$ cat src/rtl/cdiv_pkg.sv
package cdiv_pkg;
    parameter int NUM_CH       = 4;
    parameter int RATIO_W      = 6;
    parameter int DATA_W       = 32;
    parameter int ADDR_W       = 4;
    parameter int FIELD_STRIDE = 8;
    parameter int SEL_LSB      = 20;
    parameter int TRIG_BIT     = 24;
    parameter logic [3:0] CTRL_ADDR = 4'h0;
    parameter logic [3:0] VAL_ADDR  = 4'hC;

    typedef enum logic {TRG_LOW, TRG_HIGH} trig_state_e;
    typedef enum logic {CH_RUN, CH_PEND}   ch_state_e;
endpackage

$ cat src/rtl/cdiv_regs.sv
module cdiv_regs
    import cdiv_pkg::*;
#(
    parameter int N_CH = NUM_CH,
    parameter int RW   = RATIO_W
) (
    input  logic                clk,
    input  logic                rst_n,
    input  logic [ADDR_W-1:0]   addr,
    input  logic                wr,
    input  logic [DATA_W-1:0]   wdata,
    output logic [DATA_W-1:0]   rdata,
    output logic [N_CH-1:0]     req_o,
    output logic [N_CH*RW-1:0]  ratio_o
);
    logic [RW-1:0]    shadow_q [N_CH];
    logic [N_CH-1:0]  sel_q;
    logic [N_CH-1:0]  req_q;
    logic [RW-1:0]    snap_q   [N_CH];
    trig_state_e      trg_q, trg_d;
    logic             wr_ctrl, wr_val, fire;

    assign wr_ctrl = wr && (addr == CTRL_ADDR);
    assign wr_val  = wr && (addr == VAL_ADDR);

    // Trigger state machine: next state
    always_comb begin
        trg_d = trg_q;
        fire  = 1'b0;
        if (wr_ctrl) begin
            unique case (trg_q)
                TRG_LOW: begin
                    if (wdata[TRIG_BIT]) begin
                        trg_d = TRG_HIGH;
                        fire  = 1'b1;
                    end
                end
                TRG_HIGH: begin
                    if (!wdata[TRIG_BIT]) trg_d = TRG_LOW;
                end
            endcase
        end
    end

    // State register
    always_ff @(posedge clk) begin
        if (!rst_n) trg_q <= TRG_LOW;
        else        trg_q <= trg_d;
    end

    // Selects and reload request
    always_ff @(posedge clk) begin
        if (!rst_n) begin
            sel_q <= '0;
            req_q <= '0;
        end else begin
            if (wr_ctrl) sel_q <= wdata[SEL_LSB +: N_CH];
            req_q <= fire ? wdata[SEL_LSB +: N_CH] : '0;
        end
    end

    generate
        for (genvar g = 0; g < N_CH; g++) begin : g_field
            always_ff @(posedge clk) begin
                if (!rst_n) begin
                    shadow_q[g] <= '0;
                    snap_q[g]   <= '0;
                end else begin
                    if (wr_val) shadow_q[g] <= wdata[g*FIELD_STRIDE +: RW];
                    if (fire)   snap_q[g]   <= shadow_q[g];
                end
            end
            assign ratio_o[g*RW +: RW] = snap_q[g];
        end
    endgenerate

    assign req_o = req_q;

    // Read mux
    always_comb begin
        rdata = '0;
        if (addr == CTRL_ADDR) begin
            rdata[SEL_LSB +: N_CH] = sel_q;
            rdata[TRIG_BIT]        = (trg_q == TRG_HIGH);
        end else if (addr == VAL_ADDR) begin
            for (int i = 0; i < N_CH; i++) rdata[i*FIELD_STRIDE +: RW] = shadow_q[i];
        end
    end

    // one request per trigger edge
    a_r6_one_shot: assert property (@(posedge clk) disable iff (!rst_n)
        (|req_q) |=> (req_q == '0));
    // requests only go to channels that were selected
    a_r5_req_subset: assert property (@(posedge clk) disable iff (!rst_n)
        ((req_q & ~sel_q) == '0));
    // a request needs the trigger to be high
    a_r6_req_needs_high: assert property (@(posedge clk) disable iff (!rst_n)
        (|req_q) |-> (trg_q == TRG_HIGH));
endmodule

$ cat src/rtl/cdiv_channel.sv
module cdiv_channel
    import cdiv_pkg::*;
#(
    parameter int RW = RATIO_W
) (
    input  logic          clk,
    input  logic          rst_n,
    input  logic          req_i,
    input  logic [RW-1:0] ratio_i,
    output logic          ce_o,
    output logic          lvl_o
);
    ch_state_e     st_q, st_d;
    logic [RW-1:0] live_q, live_d;
    logic [RW-1:0] next_q, next_d;
    logic [RW-1:0] cnt_q;
    logic [RW-1:0] req_eff;
    logic [RW:0]   half;
    logic          at_end;

    assign req_eff = (ratio_i == '0) ? RW'(1) : ratio_i;
    assign at_end  = (cnt_q == live_q - RW'(1));
    assign half    = ({1'b0, live_q} + (RW+1)'(1)) >> 1;

    // Next-state logic
    always_comb begin
        st_d   = st_q;
        live_d = live_q;
        next_d = next_q;
        unique case (st_q)
            CH_RUN: begin
                if (req_i) begin
                    st_d   = CH_PEND;
                    next_d = req_eff;
                end
            end
            CH_PEND: begin
                if (req_i) begin
                    next_d = req_eff;
                end else if (at_end) begin
                    live_d = next_q;
                    st_d   = CH_RUN;
                end
            end
        endcase
    end

    // State register
    always_ff @(posedge clk) begin
        if (!rst_n) begin
            st_q   <= CH_RUN;
            live_q <= RW'(1);
            next_q <= RW'(1);
            cnt_q  <= '0;
        end else begin
            st_q   <= st_d;
            live_q <= live_d;
            next_q <= next_d;
            cnt_q  <= at_end ? '0 : cnt_q + RW'(1);
        end
    end

    // Outputs
    always_comb begin
        ce_o  = at_end;
        lvl_o = ({1'b0, cnt_q} < half);
    end

    // ratio changes only at a period end while pending
    a_r7_land_on_boundary: assert property (@(posedge clk) disable iff (!rst_n)
        (live_q != $past(live_q)) |-> $past(at_end && st_q == CH_PEND));
    // the count never passes the live ratio
    a_r7_cnt_in_range: assert property (@(posedge clk) disable iff (!rst_n)
        cnt_q < live_q);
    // the live ratio is never zero
    a_r9_nonzero: assert property (@(posedge clk) disable iff (!rst_n)
        live_q != '0);
    // the level rises only at a period start
    a_r10_level_start: assert property (@(posedge clk) disable iff (!rst_n)
        $rose(lvl_o) |-> (cnt_q == '0));
endmodule

$ cat src/rtl/cdiv_staged_top.sv
module cdiv_staged_top
    import cdiv_pkg::*;
(
    input  logic              clk,
    input  logic              rst_n,
    input  logic [3:0]        reg_addr,
    input  logic              reg_wr,
    input  logic [31:0]       reg_wdata,
    output logic [31:0]       reg_rdata,
    output logic [3:0]        div_ce,
    output logic [3:0]        div_lvl
);
    localparam int RTOT = NUM_CH * RATIO_W;

    logic [NUM_CH-1:0] req;
    logic [RTOT-1:0]   ratio;

    cdiv_regs #(.N_CH(NUM_CH), .RW(RATIO_W)) u_regs (
        .clk     (clk),
        .rst_n   (rst_n),
        .addr    (reg_addr),
        .wr      (reg_wr),
        .wdata   (reg_wdata),
        .rdata   (reg_rdata),
        .req_o   (req),
        .ratio_o (ratio)
    );

    generate
        for (genvar c = 0; c < NUM_CH; c++) begin : g_ch
            cdiv_channel #(.RW(RATIO_W)) u_ch (
                .clk     (clk),
                .rst_n   (rst_n),
                .req_i   (req[c]),
                .ratio_i (ratio[c*RATIO_W +: RATIO_W]),
                .ce_o    (div_ce[c]),
                .lvl_o   (div_lvl[c])
            );
        end
    endgenerate
endmodule

$ cat config.mk
export PLATFORM = sky130hd
export DESIGN_NAME = cdiv_staged_top
export DESIGN_NICKNAME = d
export VERILOG_FILES = /design/src/rtl/cdiv_pkg.sv /design/src/rtl/cdiv_regs.sv /design/src/rtl/cdiv_channel.sv /design/src/rtl/cdiv_staged_top.sv
export SDC_FILE = /design/constraint.sdc
export NUM_CORES = 1
export LEC_CHECK = 0
export BUFFER_PORTS_ARGS = -buffer_cell sky130_fd_sc_hd__buf_2
export CORE_ASPECT_RATIO = 1.75
export CORE_UTILIZATION = 63
export CTS_CLUSTER_DIAMETER = 120
export DETAILED_ROUTE_END_ITERATION = 10
export PLACE_DENSITY = 0.92
export SETUP_SLACK_MARGIN = 0.3
export SYNTH_ARGS = -nofsm -noshare
export SYNTH_HDL_FRONTEND = slang
export SYNTH_SLANG_ARGS = --single-unit
$ cat constraint.sdc
create_clock -name clk -period 4.05 [get_ports clk]
set_input_delay 0.405 -clock clk [delete_from_list [all_inputs] [get_ports clk]]
set_output_delay 0.405 -clock clk [all_outputs]
set_load 0.02 [all_outputs]
==> results.yml <==
timing:
  finClkSkew_ns: 0.00893
  fmax_mhz: 349
  setup_tns_ns: 0
  rsz0062_at_grt: "no"
  setup_viol: 0
  worstMarginPinSlew_ns: 0.934
  fin_ws_ns: 1.18
  final-hold-violation-count: 0
  slew_headroom_pct: 37.6
  post-route-min-period_ns: 2.87
  period_share_pct: 70.8
  slew_viol_final: 0
cells_and_area:
  layout.nets: 796
  drive_gt1_share_pct: 14.9
  area_delta_synth_final_pct: 12.0
  fillers: 650
  diodes: 0
  register_area_um2: 3140
  multiInputGateArea_um2: 3390
  final_cell_area_um2: 7650
power:
  p_int_mw: 2.34
  leakagePower_nw: 3.16
  clockPowerShare_pct: 48.6
  netSwitchingFraction_pct: 19.9
  vdd.ir_drop.worst_uv: 410
  finalPower_mw: 2.92
  combPwrFrac_pct: 2.8
  p_sw_mw: 0.581
  power.density_nw_per_um2: 382
  power_frac_seq_pct: 48.7
place:
  gp_congestion: 0.818
  pre_cts_ws_ns: 1.52
  dp_hpwl_um: 8930
  portBuffers: 66
  dpl_cell_area_um2: 7100
yosys:
  synth_ff_type: "dfxtp_1"
  syn_area_per_cell_um2: 10.0
  synth.area.top_cells: "dfxtp_1 25%, edfxtp_1 21%, mux2i_1 7.2%, ha_1 5.9%, and2_1 4.2%"
  ys_warn_count: 0
  ys_seq_elements: 133
  synth_edf_count: 48
  yosysSeqAreaShare_pct: 46.0
  synthCells: 682
  ys_async_sr_fraction_pct: 0
  synth_area_um2: 6830
  synth_top_area_share_pct: 24.9
  yosys.cell_types.count: 43
  yosys.area.top_type: "dfxtp_1"
critical_path:
  r2r_slack_ns: 1.47
  crit_fanout: 8
  cp_cell_sequence: "inv_1, ha_1, o21ba_2, a221oi_1, a41oi_1, nor2_1, buf_2"
  r2r_end: "g_ch[0].u_ch.live_q[0]$_SDFFE_PN1P_"
  critPathKind: "reg -> out"
  reg2reg_from: "g_ch[0].u_ch.live_q[0]$_SDFFE_PN1P_"
  cp-start-kind: "flop"
  endpoint: "div_ce[0]"
  required_ns: 3.64
  end_kind: "output port"
  cp-startpoint: "g_ch[0].u_ch.live_q[0]$_SDFFE_PN1P_"
  arrival_ns: 2.46
  max_stage_delay_ns: 0.48
  ff2ff_path_depth: 7
  critPathSlowestCell: "dfxtp_1"
grt:
  grt_pass1_vias: 5089
  antenna_found_initial: 0
  grt_use_total_pct: 26.3
  grt-ovfl-total: 0
  grt_max_degree: 76
  grt_pass1_wl_um: 22900
drt:
  drt-initial-drc-count: 265
  drt-total-wl_um: 13600
  wl_per_cell_um: 15.7
  vias_per_cell: 5.68
  drt_pass1_iterations: 5
  vias: 4910
  ant_nets: 0
  remaining_drc_errors: 0
clock_network:
  htree_levels: 4
  cts_tree: "done"
  root_buffer: "clkbuf_16"
  post_cts_buffers: 0
  postCtsResizedCells: 0
  numCtsBuffers: 17
  clkLatencyLatePin_ns: 0.41
  clk_pin_slew_ns: 0.05
  hold_buffers: 0
  clock-sinks: 133
  clockBufferDepth: 2
status:
  status: "completed"
floorplan:
  die_y_um: 140
  num_rows: 49
  die-area_um2: 11300
  ios: 79
  fp.dieW_um: 80.7
  start_util_pct: 65.5
  core_um2: 10400
run:
  drv_cap: 0
min_path:
  min_path_type: "in -> reg"
-- critical path: cells and delay by family, from the launching register on --
kind,cells,cell delay [ns]
AO/OA/AOI/OAI,3,0.82
flip-flops,1,0.48
buffers and inverters,2,0.28
adder cells (fa/ha/maj),1,0.26
AND/OR/NAND/NOR,1,0.21
-- power groups by stage --
stage | registers (mW) | clock network [mW] | logic (mW)
5_1_grt | 1.42 | 1.49 | 0.0873
4_1_cts | 1.42 | 1.43 | 0.0798
3_5_place_dp | 1.45 | 0 | 0.0781
3_3_place_gp | 1.44 | 0 | 0.0756
2_1_floorplan | 1.44 | 0 | 0.0553
6_report | 1.42 | 1.42 | 0.0803
-- synth_stat cells, types with 3 or more instances --
cell type	instances
dfxtp_1	85
nor3_2	3
edfxtp_1	48
xor2_1	32
nor3_1	9
nand3_1	31
nor2_1	37
xnor2_1	28
buf_4	15
a21oi_1	17
o21ba_2	3
a41oi_1	3
nand2b_1	5
ha_1	32
and3_1	41
a21o_1	9
o21ai_1	3
mux2i_1	49
o21ai_0	9
a221oi_1	3
nor2b_1	33
o21a_1	6
buf_2	3
and2_1	46
clkbuf_1	30
inv_1	14
nand2_1	67
-- layer usage --
metal | vias up | share of wire (%) | track usage (%)
met5 | - | 0 | 0
met2 | 140 | 56 | 48.0
li1 | 2400 | - | -
met4 | 0 | 2.7 | 12.7
met1 | 2338 | 37 | 27.0
met3 | 32 | 3.9 | 6.49
-- kinds of logic (layout without fill, tap and decap cells) --
group                    after synthesis  in the layout  share of synthesized area [%]
flip-flops                           133            133                           46.0
XOR/XNOR                              60             60                           7.70
adder cells (fa/ha/maj)               32             32                           5.86
buffers and inverters                 64            114                           4.62
multiplexers                          49             49                           7.18
other                                  1              6                         0.0549
AO/OA/AOI/OAI                         59             59                           5.88
AND/OR/NAND/NOR                      284            284                           22.7
-- registers in the layout, indices dropped and copies added, names as in the netlist --
signal,count
u_regs.sel_q,4
u_regs.shadow_q,24
g_ch.u_ch.st_q,4
g_ch.u_ch.next_q,24
u_regs.trg_q,1
g_ch.u_ch.cnt_q,24
g_ch.u_ch.live_q,24
u_regs.req_o,4
u_regs.snap_q,24
-- cell usage in the layout, fill, tap and decap left out, drive strengths merged, types with 14 or more instances in the layout --
cell     n
dfxtp   85
buf     69
nand2   67
mux2i   49
edfxtp  48
and2    46
and3    41
nor2    37
nor2b   33
xor2    32
ha      32
nand3   31
xnor2   28
clkbuf  26
a21oi   17
inv     14
-- worst min-delay path by stage --
stage / slack [ns] / cells past startpoint / to / startpoint
2_1_floorplan: 0.43 / 2 / g_ch[3].u_ch.live_q[1]$_SDFFE_PN0P_ / g_ch[3].u_ch.next_q[1]$_SDFFE_PN0P_
3_3_place_gp: 0.44 / 2 / g_ch[3].u_ch.live_q[3]$_SDFFE_PN0P_ / g_ch[3].u_ch.next_q[3]$_SDFFE_PN0P_
3_5_place_dp: 0.45 / 2 / g_ch[2].u_ch.live_q[3]$_SDFFE_PN0P_ / g_ch[2].u_ch.next_q[3]$_SDFFE_PN0P_
4_1_cts: 0.23 / 2 / u_regs.req_o[3]$_SDFF_PN0_ / reg_wdata[23]
5_1_grt: 0.24 / 2 / u_regs.req_o[3]$_SDFF_PN0_ / reg_wdata[23]
6_report: 0.25 / 2 / u_regs.req_o[3]$_SDFF_PN0_ / reg_wdata[23]
-- per-stage QoR --
step	hold WS, ns	cells	util (%)
floorplan	0.434	687	-
global placement	0.443	833	68.1
detailed placement	0.452	833	68.1
CTS	0.234	864	73.4
global route	0.243	864	73.4
finish	0.247	864	73.4
-- layout make-up --
type | instances | share of cell area, %
clock buffer | 26 | 6.53
clock inverter | 5 | 0.654
tap | 127 | 2.08
multi-input combinational | 490 | 44.4
sequential | 133 | 41.1
timing repair buffer | 69 | 4.61
inverter | 14 | 0.687
Note: power is estimated with default switching activity, not from simulation.
